## src/rtl/tpwm_pkg.sv

```systemverilog
`timescale 1ns/1ps
package tpwm_pkg;
  localparam int CTRL_W = 3;
  localparam int CB_EN  = 0;
  localparam int CB_HI  = 1;
  localparam int CB_ABR = 2;

  localparam logic [1:0] SEL_CNT  = 2'd0;
  localparam logic [1:0] SEL_HALF = 2'd1;
  localparam logic [1:0] SEL_FULL = 2'd2;
  localparam logic [1:0] SEL_CTRL = 2'd3;
endpackage

```

## src/rtl/tpwm_runctl.sv

```systemverilog
`timescale 1ns/1ps
module tpwm_runctl #(
  parameter int NCH = 4
) (
  input  logic           clk,
  input  logic           rst,
  input  logic           set_stb_i,
  input  logic           clr_stb_i,
  input  logic [NCH-1:0] mask_i,
  output logic [NCH-1:0] run_q
);
  always_ff @(posedge clk) begin
    if (rst) run_q <= '0;
    else if (set_stb_i) run_q <= run_q | mask_i;
    else if (clr_stb_i) run_q <= run_q & ~mask_i;
  end

  a_r5_set_starts: assert property (@(posedge clk) disable iff (rst)
    set_stb_i |=> ((run_q & $past(mask_i)) == $past(mask_i)));
  a_r5_clr_stops: assert property (@(posedge clk) disable iff (rst)
    clr_stb_i |=> ((run_q & $past(mask_i)) == '0));
  a_r5_zero_bits_kept: assert property (@(posedge clk) disable iff (rst)
    (set_stb_i || clr_stb_i) |=> (((run_q ^ $past(run_q)) & ~$past(mask_i)) == '0));
endmodule

```

## src/rtl/tpwm_regif.sv

```systemverilog
`timescale 1ns/1ps
module tpwm_regif
  import tpwm_pkg::*;
#(
  parameter int NCH = 4,
  parameter int DW  = 16,
  parameter int AW  = 5
) (
  input  logic                         clk,
  input  logic                         rst,
  input  logic                         bus_we,
  input  logic [AW-1:0]                bus_addr,
  input  logic [NCH-1:0]               run_i,
  input  logic [NCH-1:0][DW-1:0]       cnt_i,
  input  logic [NCH-1:0][DW-1:0]       half_i,
  input  logic [NCH-1:0][DW-1:0]       full_i,
  input  logic [NCH-1:0][CTRL_W-1:0]   ctrl_i,
  output logic [NCH-1:0]               cnt_we_o,
  output logic [NCH-1:0]               half_we_o,
  output logic [NCH-1:0]               full_we_o,
  output logic [NCH-1:0]               ctrl_we_o,
  output logic                         set_stb_o,
  output logic                         clr_stb_o,
  output logic [DW-1:0]                rdata_o
);
  localparam int CHW      = AW - 2;
  localparam int SET_ADDR = NCH * 4;
  localparam int CLR_ADDR = NCH * 4 + 1;

  logic [1:0]     sel;
  logic [NCH-1:0] ch_hit;
  logic [DW-1:0]  rd_n;

  assign sel = bus_addr[1:0];

  for (genvar i = 0; i < NCH; i++) begin : g_dec
    assign ch_hit[i]    = (bus_addr[AW-1:2] == CHW'(i));
    assign cnt_we_o[i]  = bus_we & ch_hit[i] & (sel == SEL_CNT);
    assign half_we_o[i] = bus_we & ch_hit[i] & (sel == SEL_HALF);
    assign full_we_o[i] = bus_we & ch_hit[i] & (sel == SEL_FULL);
    assign ctrl_we_o[i] = bus_we & ch_hit[i] & (sel == SEL_CTRL);
  end

  assign set_stb_o = bus_we & (bus_addr == AW'(SET_ADDR));
  assign clr_stb_o = bus_we & (bus_addr == AW'(CLR_ADDR));

  always_comb begin
    rd_n = '0;
    if (bus_addr == AW'(SET_ADDR)) rd_n[NCH-1:0] = run_i;
    for (int i = 0; i < NCH; i++) begin
      if (ch_hit[i]) begin
        case (sel)
          SEL_CNT:  rd_n = cnt_i[i];
          SEL_HALF: rd_n = half_i[i];
          SEL_FULL: rd_n = full_i[i];
          default:  rd_n = DW'(ctrl_i[i]);
        endcase
      end
    end
  end

  always_ff @(posedge clk) begin
    if (rst) rdata_o <= '0;
    else     rdata_o <= rd_n;
  end

  a_r2_strobes_exclusive: assert property (@(posedge clk) disable iff (rst)
    $countones({set_stb_o, clr_stb_o, cnt_we_o, half_we_o, full_we_o, ctrl_we_o}) <= 1);
endmodule

```

## src/rtl/tpwm_chan.sv

```systemverilog
`timescale 1ns/1ps
module tpwm_chan
  import tpwm_pkg::*;
#(
  parameter int CW = 16
) (
  input  logic              clk,
  input  logic              rst,
  input  logic              tick_i,
  input  logic              run_i,
  input  logic              cnt_we,
  input  logic              half_we,
  input  logic              full_we,
  input  logic              ctrl_we,
  input  logic [CW-1:0]     wdata_i,
  output logic [CW-1:0]     cnt_q,
  output logic [CW-1:0]     half_q,
  output logic [CW-1:0]     full_q,
  output logic [CTRL_W-1:0] ctrl_q,
  output logic              pwm_o
);
  logic              fl_q, fl_n;
  logic              dr_q, dr_n;
  logic              adv, wrap, pwm_n;
  logic [CW-1:0]     cnt_n;
  logic [CTRL_W-1:0] ctrl_n;

  always_comb begin
    adv   = run_i & tick_i;
    wrap  = adv & ~cnt_we & (cnt_q == full_q);
    cnt_n = cnt_q;
    fl_n  = fl_q;
    if (cnt_we) begin
      cnt_n = wdata_i;
      fl_n  = (wdata_i == half_q);
    end else if (adv) begin
      cnt_n = wrap ? '0 : cnt_q + 1'b1;
      fl_n  = (cnt_n == half_q) | (fl_q & ~wrap);
    end

    ctrl_n = ctrl_we ? wdata_i[CTRL_W-1:0] : ctrl_q;

    if (ctrl_n[CB_EN])                         dr_n = 1'b0;
    else if (ctrl_q[CB_EN] && !ctrl_n[CB_ABR]) dr_n = 1'b1;
    else if (wrap)                             dr_n = 1'b0;
    else                                       dr_n = dr_q;

    pwm_n = (ctrl_n[CB_EN] | dr_n) ? (ctrl_n[CB_HI] ^ fl_n) : ctrl_n[CB_HI];
  end

  always_ff @(posedge clk) begin
    if (rst) begin
      cnt_q  <= '0;
      half_q <= '0;
      full_q <= '0;
      ctrl_q <= '0;
      fl_q   <= 1'b0;
      dr_q   <= 1'b0;
      pwm_o  <= 1'b0;
    end else begin
      cnt_q  <= cnt_n;
      ctrl_q <= ctrl_n;
      fl_q   <= fl_n;
      dr_q   <= dr_n;
      pwm_o  <= pwm_n;
      if (half_we) half_q <= wdata_i;
      if (full_we) full_q <= wdata_i;
    end
  end

  a_r3_hold_when_idle: assert property (@(posedge clk) disable iff (rst)
    (!(run_i && tick_i) && !cnt_we) |=> $stable(cnt_q));
  a_r4_wrap_to_zero: assert property (@(posedge clk) disable iff (rst)
    (run_i && tick_i && !cnt_we && (cnt_q == full_q)) |=> (cnt_q == '0));
  a_r6_write_wins: assert property (@(posedge clk) disable iff (rst)
    cnt_we |=> (cnt_q == $past(wdata_i)));
  a_r10_abrupt_idle: assert property (@(posedge clk) disable iff (rst)
    (ctrl_we && ctrl_q[CB_EN] && !wdata_i[CB_EN] && wdata_i[CB_ABR])
      |=> (pwm_o == ctrl_q[CB_HI]));
endmodule

```

## src/rtl/tpwm_bank.sv

```systemverilog
`timescale 1ns/1ps
module tpwm_bank
  import tpwm_pkg::*;
#(
  parameter  int NCH = 4,
  parameter  int CW  = 16,
  localparam int AW  = $clog2(NCH * 4 + 2)
) (
  input  logic           clk,
  input  logic           rst,
  input  logic [NCH-1:0] tick_i,
  input  logic           bus_we,
  input  logic [AW-1:0]  bus_addr,
  input  logic [CW-1:0]  bus_wdata,
  output logic [CW-1:0]  bus_rdata,
  output logic [NCH-1:0] pwm_o,
  output logic [NCH-1:0] run_o
);
  logic [NCH-1:0][CW-1:0]     cnt_v, half_v, full_v;
  logic [NCH-1:0][CTRL_W-1:0] ctrl_v;
  logic [NCH-1:0]             cnt_we, half_we, full_we, ctrl_we;
  logic                       set_stb, clr_stb;

  tpwm_regif #(.NCH(NCH), .DW(CW), .AW(AW)) u_regif (
    .clk       (clk),
    .rst       (rst),
    .bus_we    (bus_we),
    .bus_addr  (bus_addr),
    .run_i     (run_o),
    .cnt_i     (cnt_v),
    .half_i    (half_v),
    .full_i    (full_v),
    .ctrl_i    (ctrl_v),
    .cnt_we_o  (cnt_we),
    .half_we_o (half_we),
    .full_we_o (full_we),
    .ctrl_we_o (ctrl_we),
    .set_stb_o (set_stb),
    .clr_stb_o (clr_stb),
    .rdata_o   (bus_rdata)
  );

  tpwm_runctl #(.NCH(NCH)) u_run (
    .clk       (clk),
    .rst       (rst),
    .set_stb_i (set_stb),
    .clr_stb_i (clr_stb),
    .mask_i    (bus_wdata[NCH-1:0]),
    .run_q     (run_o)
  );

  for (genvar i = 0; i < NCH; i++) begin : g_ch
    tpwm_chan #(.CW(CW)) u_ch (
      .clk     (clk),
      .rst     (rst),
      .tick_i  (tick_i[i]),
      .run_i   (run_o[i]),
      .cnt_we  (cnt_we[i]),
      .half_we (half_we[i]),
      .full_we (full_we[i]),
      .ctrl_we (ctrl_we[i]),
      .wdata_i (bus_wdata),
      .cnt_q   (cnt_v[i]),
      .half_q  (half_v[i]),
      .full_q  (full_v[i]),
      .ctrl_q  (ctrl_v[i]),
      .pwm_o   (pwm_o[i])
    );
  end

  a_r1_reset_quiet: assert property (@(posedge clk)
    $past(rst) |-> (pwm_o == '0 && run_o == '0 && bus_rdata == '0));
endmodule

```

## config.mk

```make
export PLATFORM = sky130hd
export DESIGN_NAME = tpwm_bank
export DESIGN_NICKNAME = d
export VERILOG_FILES = /design/src/rtl/tpwm_pkg.sv /design/src/rtl/tpwm_runctl.sv /design/src/rtl/tpwm_regif.sv /design/src/rtl/tpwm_chan.sv /design/src/rtl/tpwm_bank.sv
export SDC_FILE = /design/constraint.sdc
export NUM_CORES = 1
export LEC_CHECK = 0
export ABC_AREA = 1
export BUFFER_PORTS_ARGS = -buffer_cell sky130_fd_sc_hd__buf_2
export CORE_MARGIN = 4
export CORE_UTILIZATION = 50
export CTS_CLUSTER_DIAMETER = 120
export DETAILED_ROUTE_END_ITERATION = 10
export PLACE_DENSITY = 0.7
export REMOVE_ABC_BUFFERS = 1
export SLEW_MARGIN = 30
export SYNTH_ARGS = -nofsm -noshare
export SYNTH_HDL_FRONTEND = slang
export SYNTH_SLANG_ARGS = --single-unit
export TNS_END_PERCENT = 30
```

## constraint.sdc

```tcl
create_clock -name clk -period 2.2 [get_ports clk]
set_input_delay 0.33 -clock clk [delete_from_list [all_inputs] [get_ports clk]]
set_output_delay 0.33 -clock clk [all_outputs]
set_load 0.01 [all_outputs]
```

======== Yosys cells after proc, flatten, opt, wreduce, memory -nomap -nowiden ========
Cells that the tools add are included.
storage, ports and cells
  bits in registers ....................... 236
  output and inout bits ................... 24
  logic and storage cells ................. 181
cells by class
  add/sub/neg operators ................... 4
  eq/ne operators ......................... 20
  mux-type cells .......................... 51
  bitwise logic cells ..................... 61
  reduce and logical (&&, ||, !) cells .... 15
operators with widths
  operator                                                               count
  16-bit two-way mux                                                     16
  16-bit equality test                                                   12
  16-bit one-hot mux with 3 select lines                                 4
  16-bit by 1-bit adder with 16-bit output, second input constant        4
  1-bit AND                                                              38
  1-bit two-way mux                                                      24
  3-bit two-way mux                                                      4
  4-bit two-way mux                                                      3
  5-bit equality test, second input constant                             2
  2-bit nonzero test                                                     5
  1-bit NOT                                                              8
  1-bit bitwise OR                                                       8
  3-bit by 2-bit equality test with 1-bit output, second input constant  2
  4-bit AND                                                              1
  2-bit equality test, second input constant                             2
  1-bit logical AND                                                      4
  1-bit zero test                                                        4
  4-bit NOT                                                              1
  4-bit bitwise OR                                                       1
  1-bit bitwise XOR                                                      4
  3-bit by 1-bit equality test with 1-bit output, second input constant  1
  3-bit zero test                                                        1
  2-bit by 1-bit equality test with 1-bit output, second input constant  1
  2-bit zero test                                                        1

======== Logic depth before layout (Yosys ltp) ========
Gate-level depths: netlist of run 1.
  depth after elaboration ................. 13
  mapped depth ............................ 22
  mapped depth without buffers ............ 22

======== Modules after synthesis ========
From an unflattened synthesis of run 1, not the netlist that was laid out.
second synthesis, totals
  cell total of the unflattened synthesis .. 2,520
  area total of the unflattened synthesis .. 15,077.0 µm²
by module, submodules not included
  module       instances  cells an instance  area each (µm²)
  tpwm_chan    4          504                3,163.0
  tpwm_regif   1          484                2,279.7
  tpwm_runctl  1          20                 145.1

======== Worst setup path after synthesis of run 1 ========
No wires, ideal clock.
  kind .................................... register to register
  start point ............................. reg g_ch[1].u_ch.cnt_q[0]
  end point ............................... reg g_ch[1].u_ch.pwm_o
  library setup time ...................... 0.112 ns
  arrival time ............................ 1.935 ns
  required time ........................... 2.088 ns
  path slack .............................. 0.153 ns
  stages on the path, launching flop included .. 20
  period minus slack after synthesis ...... 2.047 ns
  cells stage by stage .................... dfxtp_1 > ha_1 > nand2_1 > nor2_1 > inv_2 > nor2_1 > xor2_1 > nand2_1 > nand2_1 > nand2_1 > nor2_1 > nand2_1 > nor2_1 > nand3_1 > nand2_1 > nand2_1 > nand2_1 > nand2_1 > nand2_1 > nand2_1
on the way
  word-level cells in the longest chain between the ends .. 9
ends and longest elaborated chain
  what                                                                                              line             RTL
  start, declared                                                                                   tpwm_chan.sv:16  output logic [CW-1:0] cnt_q,
  start signal, assigned                                                                            tpwm_chan.sv:61  cnt_q <= cnt_n;
  parallel branches: the longest is 8 deep, another holds 16-bit by 1-bit adder with 16-bit output  -
  1-bit two-way mux *                                                                               tpwm_chan.sv:48  pwm_n = (ctrl_n[CB_EN] | dr_n) ? (ctrl_n[CB_HI] ^ fl_n) : ctrl_n[CB_HI];
  end signal, assigned                                                                              tpwm_chan.sv:65  pwm_o <= pwm_n;
  end, declared                                                                                     tpwm_chan.sv:20  output logic pwm_o
Mark *: on every way between the ends.
A chain may end at the register's enable or synchronous reset.

======== Worst setup path after layout of run 1 ========
  start point ............................. reg g_ch[1].u_ch.full_q[15]
  end point ............................... reg g_ch[1].u_ch.pwm_o
on the way
  word-level cells in the longest chain between the ends .. 9
ends and longest elaborated chain
  what                                               line                              RTL
  start, declared                                    tpwm_chan.sv:18                   output logic [CW-1:0] full_q,
  start signal, assigned                             tpwm_chan.sv:67                   if (full_we) full_q <= wdata_i;
  16-bit equality test *                             tpwm_chan.sv:30                   wrap = adv & ~cnt_we & (cnt_q == full_q);
  1-bit AND *                                        tpwm_chan.sv:30
  16-bit two-way mux or 1-bit NOT (tied branches)    tpwm_chan.sv:37, tpwm_chan.sv:38
  16-bit equality test or 1-bit AND (tied branches)  tpwm_chan.sv:38                   fl_n = (cnt_n == half_q) | (fl_q & ~wrap);
  1-bit bitwise OR                                   tpwm_chan.sv:38
  1-bit two-way mux                                  tpwm_chan.sv:36                   end else if (adv) begin
  1-bit two-way mux                                  tpwm_chan.sv:33                   if (cnt_we) begin
  1-bit bitwise XOR                                  tpwm_chan.sv:48
  1-bit two-way mux *                                tpwm_chan.sv:48
Mark *: on every way between the ends. The rest lies on a longest branch, timed or not.

==> metrics.csv, run 1 <==
metric,value,unit
status,"finished, violations left",
failed_checks,setup timing,
grt_pass1_wl,91700,µm
slew_viol_final,0,
pwr_density_cell,521,nW/µm²
grt_pass1_vias,16900,
place_ws,-0.320,ns
dpl.hpwl,44300,µm
vdd_ir_drop_max,517,µV
ff2ff_setup_slack,-0.14,ns
rows,62,
instances_no_fill,3124,
post_drt_wl_per_cell,19.3,µm
synth_top_family_by_area,simple AND/OR/NAND/NOR gates,
setup_viol,4,
rr_startpoint,g_ch[1].u_ch.full_q[15],
ys_ff_latch,236,
die-area,32300,µm²
grt_max_degree,97,
cts_htree_levels,1,
period_share,106,%
synthCells,2393,
r2r-end,g_ch[1].u_ch.pwm_o,
clock-root-buffer,clkbuf_16,
n_fill_cell,2679,
clk_pin_slew,0.06,ns
ant_nets,0,
hp-start,bus_wdata[14],
final_common_cell,nand2_1,
synth_compound_area_share,19.4,%
synth-simple-area-share,31.6,%
overflow,0,
area.growth.synth_to_final,30.3,%
fp.dieH,180,µm
layout_min_cycle_time,2.34,ns
core_region_area,28900,µm²
seqCellArea,4770,µm²
relSlewSlack,51.1,%
skew,0.0165,ns
critical_path_required,2.65,ns
synth.area.mux_share,0,%
final-hold-violation-count,0,
worstSetupStartpointType,flop,
rsz0062_at_grt,true,
grt_usage,35.1,%
place_inst,3064,
clock-sinks,236,
ys_seq_area_share,32.1,%
drive_above_1_share,22.2,%
rr_worst_depth,21,
hp-class,in -> reg,
fin_ws,-0.135,ns
synth_warnings,0,
dr.first_iter.drc_count,2069,
synth_area,14700,µm²
leakage,8.25,nW
synth_edf_count,0,
first_pass_iters,8,
antenna_found_initial,2,
path_class,reg -> reg,
hold_end,g_ch[1].u_ch.cnt_q[14],
synth_fa_ha_area_share,0.340,%
ios,52,
cp_data_arrival_time,2.79,ns
whs_path_depth,3,
finalWeightedCongestion,1.04,
cts_tree,yes,
fmax,428,MHz
viasPerCell,5.69,
worst_pin_slew,0.733,ns
async_reset_ff_share,0,%
io_buffer_count,51,
endpoint_kind,flop,
fin_area,19200,µm²
vias,17800,
cap_violations,0,
nets,2752,
multi_input_area,8670,µm²
layout_common_cells,"nand2_1 (681), buf_4 (352), inv_1 (251), dfxtp_1 (205), o21ai_0 (202)",
clk_latency,0.56,ns
drc,0,
crit_fanout,8,
ys.flop_type,dfxtp_1,
routed_wl,60400,µm
place_area,17800,µm²
initial_core_util,51.0,%
die_w,180,µm
hold_buffers,0,
hold_slack,0.141,ns
synth.avg_cell_area,6.15,µm²
cts_made_buffers,28,
synth-xor-area-share,5.35,%
clockBufferDepth,3,
synthDistinctLibCells,40,
==> cell type report <==
class,count,area share (%)
Timing Repair Buffer,426,17.3
Inverter,285,5.58
Antenna cell,1,0.0130
Sequential cell,236,24.9
Tap cell,384,2.50
Multi-Input combinational cell,1743,45.2
Clock buffer,43,4.42
Clock inverter,6,0.157
==> timing repair <==
item                       CTS  global route
resized for setup           76            52
pin swaps                   28            31
cloned                       4             0
setup buffers                6             1
setup endpoints to repair    8             8
==> worst max-delay path, cell delays in order (launching register included) <==
cell and delay (ns):
dfxtp_2 0.34, inv_1 0.05, nand2_1 0.07, nand2_2 0.05, nor2_1 0.12, nand2_1 0.08
nor2_1 0.13, buf_4 0.16, nand3_4 0.13, buf_12 0.18, nand3_2 0.05, nand2_1 0.05
nor2_1 0.10, nand2_1 0.09, nor2_4 0.16, nand3_2 0.08, nand2_1 0.07, nand2_1 0.06
nand2_1 0.08, nand2_1 0.06, nand2_1 0.05, nand2_1 0.05
==> where the power goes <==
part	switching, mW	internal, mW
registers	0.0417	4.32
logic	0.746	0.362
clock network	1.91	2.62
total	2.70	7.30
==> Yosys cell counts (5+ instances only) <==
master	instances	area share (%)
o21ai_0	202	6.9
a221oi_1	5	0.30
xor2_1	70	4.2
o221ai_1	11	0.65
a31oi_1	64	2.7
nor4_1	6	0.25
nor2_1	221	5.6
o22ai_1	51	2.2
inv_2	18	0.46
dfxtp_1	236	32
buf_2	14	0.48
inv_1	259	6.6
nand4_1	19	0.81
clkinv_1	8	0.20
nand3_1	147	5.0
xnor2_1	20	1.2
buf_4	12	0.61
clkbuf_1	88	2.2
nor3_1	20	0.68
a41oi_1	12	0.71
a21oi_1	157	5.3
buf_1	12	0.31
nand2_1	698	18
==> registers in the layout, summed over array words and instances, names as in the netlist, named ones only <==
register,cells
g_ch.u_ch.cnt_q,64
g_ch.u_ch.full_q,64
g_ch.u_ch.pwm_o,4
g_ch.u_ch.fl_q,4
g_ch.u_ch.dr_q,4
g_ch.u_ch.ctrl_q,12
u_regif.rdata_o,16
g_ch.u_ch.half_q,64
==> per-layer routing <==
layer / global-route usage, % / vias to the layer above / wire (µm)
met5: 0 / - / 13
met4: 16.7 / 2 / 3080
met3: 7.17 / 231 / 6530
met2: 57.9 / 1007 / 27800
met1: 44.1 / 8133 / 22900
li1: - / 8417 / -
==> kinds of logic (layout without fill, tap and decap cells) <==
logic type	Yosys count	in the layout
fa+ha+maj	4	4
simple gates	1133	1135
other cells	0	1
flops	236	236
xor+xnor	90	90
compound gates	514	514
buf+inv	416	760
==> worst max path at each step <==
stage | from | end | slack (ns)
finish | g_ch[1].u_ch.full_q[15] | g_ch[1].u_ch.pwm_o | -0.14
global route | g_ch[1].u_ch.cnt_q[1] | g_ch[1].u_ch.pwm_o | -0.29
CTS | g_ch[3].u_ch.cnt_q[0] | g_ch[3].u_ch.pwm_o | -0.07
detailed placement | g_ch[3].u_ch.cnt_q[2] | g_ch[3].u_ch.pwm_o | -0.32
global placement | g_ch[1].u_ch.cnt_q[1] | g_ch[1].u_ch.pwm_o | -0.33
floorplan | bus_addr[1] | g_ch[0].u_ch.pwm_o | -0.72
==> stage by stage <==
step / utilization, % / TNS, ns / total power [mW]
final: 66.5 / -0.380 / 10.0
after global routing: 66.5 / -1.49 / 10.2
after CTS: 65.9 / -0.259 / 9.97
after detailed placement: 61.7 / -1.18 / 5.48
after global placement: 61.7 / -1.11 / 5.47
after floorplan: - / -36.67 / 4.88
No activity file was read; power rests on OpenSTA's default activity.
==> inputs of run 2 (changes only) <==
Settings changed: PLACE_DENSITY 0.7 to 0.68.
==> metrics.csv, run 2 (same netlist as run 1, synthesis figures left out) <==
metric,value,unit
antenna_found_initial,0,
ant_nets,0,
clk_pin_slew,0.06,ns
slowest_delay,0.35,ns
slew_viol_final,0,
instances_no_fill,3151,
period_share,107,%
leakage,8.43,nW
top_regs,"g_ch.u_ch.cnt_q x64, g_ch.u_ch.full_q x64, g_ch.u_ch.half_q x64",
relSlewSlack,59.0,%
final_core_util,67.5,%
clockBufferDepth,3,
post_drt_wl_per_cell,18.7,µm
met1_usage,44.3,%
fmax,423,MHz
endpoint_kind,flop,
hold_buffers,0,
finalWeightedCongestion,1.04,
core_region_area,28900,µm²
vias,17700,
crit_top_cell,nand2_1,
grt_max_degree,97,
clock-root-buffer,clkbuf_16,
crit_fanout,6,
fin_area,19500,µm²
rows,62,
place_area,18000,µm²
path_class,reg -> reg,
hold_slack,0.155,ns
cap_violations,0,
layout_min_cycle_time,2.36,ns
worstSetupStartpointType,flop,
critical_path_required,2.64,ns
routed_wl,59000,µm
dpl.hpwl,43700,µm
n_fill_cell,2631,
layout_common_cells,"nand2_1 (685), buf_4 (381), inv_1 (254), dfxtp_1 (211), o21ai_0 (201)",
status,"finished, violations left",
dr.first_iter.drc_count,1768,
nets,2779,
fp.dieH,180,µm
skew,0.00934,ns
pwr_density_cell,529,nW/µm²
drc,0,
final-hold-violation-count,0,
grt_pass1_wl,90600,µm
place_inst,3086,
tns,-0.837,ns
final_common_cell,nand2_1,
grt_pass1_vias,16800,
met3_usage,3.27,%
failed_checks,setup timing,
vdd_ir_drop_max,573,µV
first_pass_iters,6,
io_buffer_count,51,
path_cells,buf_4 -> nand2_1 -> nor3_2 -> buf_4 -> nand3_1 -> xor2_1 -> nor2_1 -> nand2_1 -> nand2_1 -> nand2_1 -> nor2_1 -> nand3_1 -> nand2_1 -> nand2_1 -> nand2_1 -> nand2_1 -> nand2_1 -> nand2_1,
die_w,180,µm
rsz0062_at_grt,true,
area.growth.synth_to_final,32.4,%
clk_latency,0.55,ns
drive_above_1_share,22.6,%
grt_usage,34.5,%
die-area,32300,µm²
cp_data_arrival_time,2.81,ns
top_usage_layer,met2,
ios,52,
fin_ws,-0.162,ns
worst_pin_slew,0.614,ns
initial_core_util,51.0,%
overflow,0,
cts_made_buffers,28,
cts_htree_levels,1,
gr-usage-met2,58.2,%
hp-class,in -> reg,
viasPerCell,5.61,
cts_tree,yes,
slowest_stage,dfxtp_1,
clock-sinks,236,
setup_viol,8,
n_antenna_cell,0,
-- run 2: cell types whose count changed in the layout (fill, tap and decap cells not counted), sizes merged --
cell	previous run	this run
nand3	154	152
inv	276	277
diode	1	0
bufinv	0	3
clkbuf	43	38
clkinvlp	0	2
buf	426	454
clkinv	15	16
-- run 2: area by class of cell --
| type | instances | area [µm²] | area share, % |
|---|---|---|---|
| multi-input combinational | 1741 | 8650 | 44.4 |
| tap | 384 | 480 | 2.47 |
| clock inverter | 13 | 149 | 0.764 |
| clock buffer | 37 | 806 | 4.13 |
| inverter | 285 | 1070 | 5.51 |
| sequential | 236 | 4770 | 24.5 |
| timing repair buffer | 455 | 3560 | 18.3 |
-- run 2: metal layers --
metal / routed length (µm) / part of all wire [%] / up-vias
li1: - / - / 8476
met1: 23400 / 40 / 8184
met2: 27700 / 47 / 818
met3: 4740 / 8.0 / 184
met4: 3160 / 5.4 / 0
met5: 0 / 0 / -
-- run 2: metrics by stage --
stage,worst slack (ns),power [mW]
after floorplan,-0.719,4.88
after global placement,-0.424,5.47
after detailed placement,-0.460,5.47
after CTS,-0.139,10.3
after global routing,-0.392,10.6
final,-0.162,10.3
-- run 2: path summary, 6_finish.rpt --
kind / depth (start not counted) / slack [ns] / to / start
setup reg to reg: 18 / -0.16 / g_ch[2].u_ch.pwm_o / g_ch[2].u_ch.cnt_q[7]
hold / removal: 3 / 0.16 / g_ch[2].u_ch.full_q[1] / bus_wdata[1]
hold reg to reg: 2 / 0.49 / g_ch[0].u_ch.dr_q / g_ch[0].u_ch.dr_q
setup / recovery: 18 / -0.16 / g_ch[2].u_ch.pwm_o / g_ch[2].u_ch.cnt_q[7]
-- run 2: timing repair --
| item | CTS | global route |
|---|---|---|
| gates resized for setup | 60 | 50 |
| buffers inserted | 10 | 4 |
| pin swaps | 11 | 20 |
| endpoints found under the setup margin | 8 | 9 |
| cloned | 0 | 1 |
-- run 2: worst max-delay path: cells and delay by family (launching register included) --
kind	cells	cell delay (ns)
xor+xnor	1	0.20
buf+inv	2	0.30
flops	1	0.35
simple gates	15	1.39
-- run 2: where the power goes --
group | leakage [nW] | internal [mW] | switching, mW
clock network | 0.471 | 2.91 | 1.97
logic | 6.04 | 0.366 | 0.711
registers | 1.92 | 4.32 | 0.0412
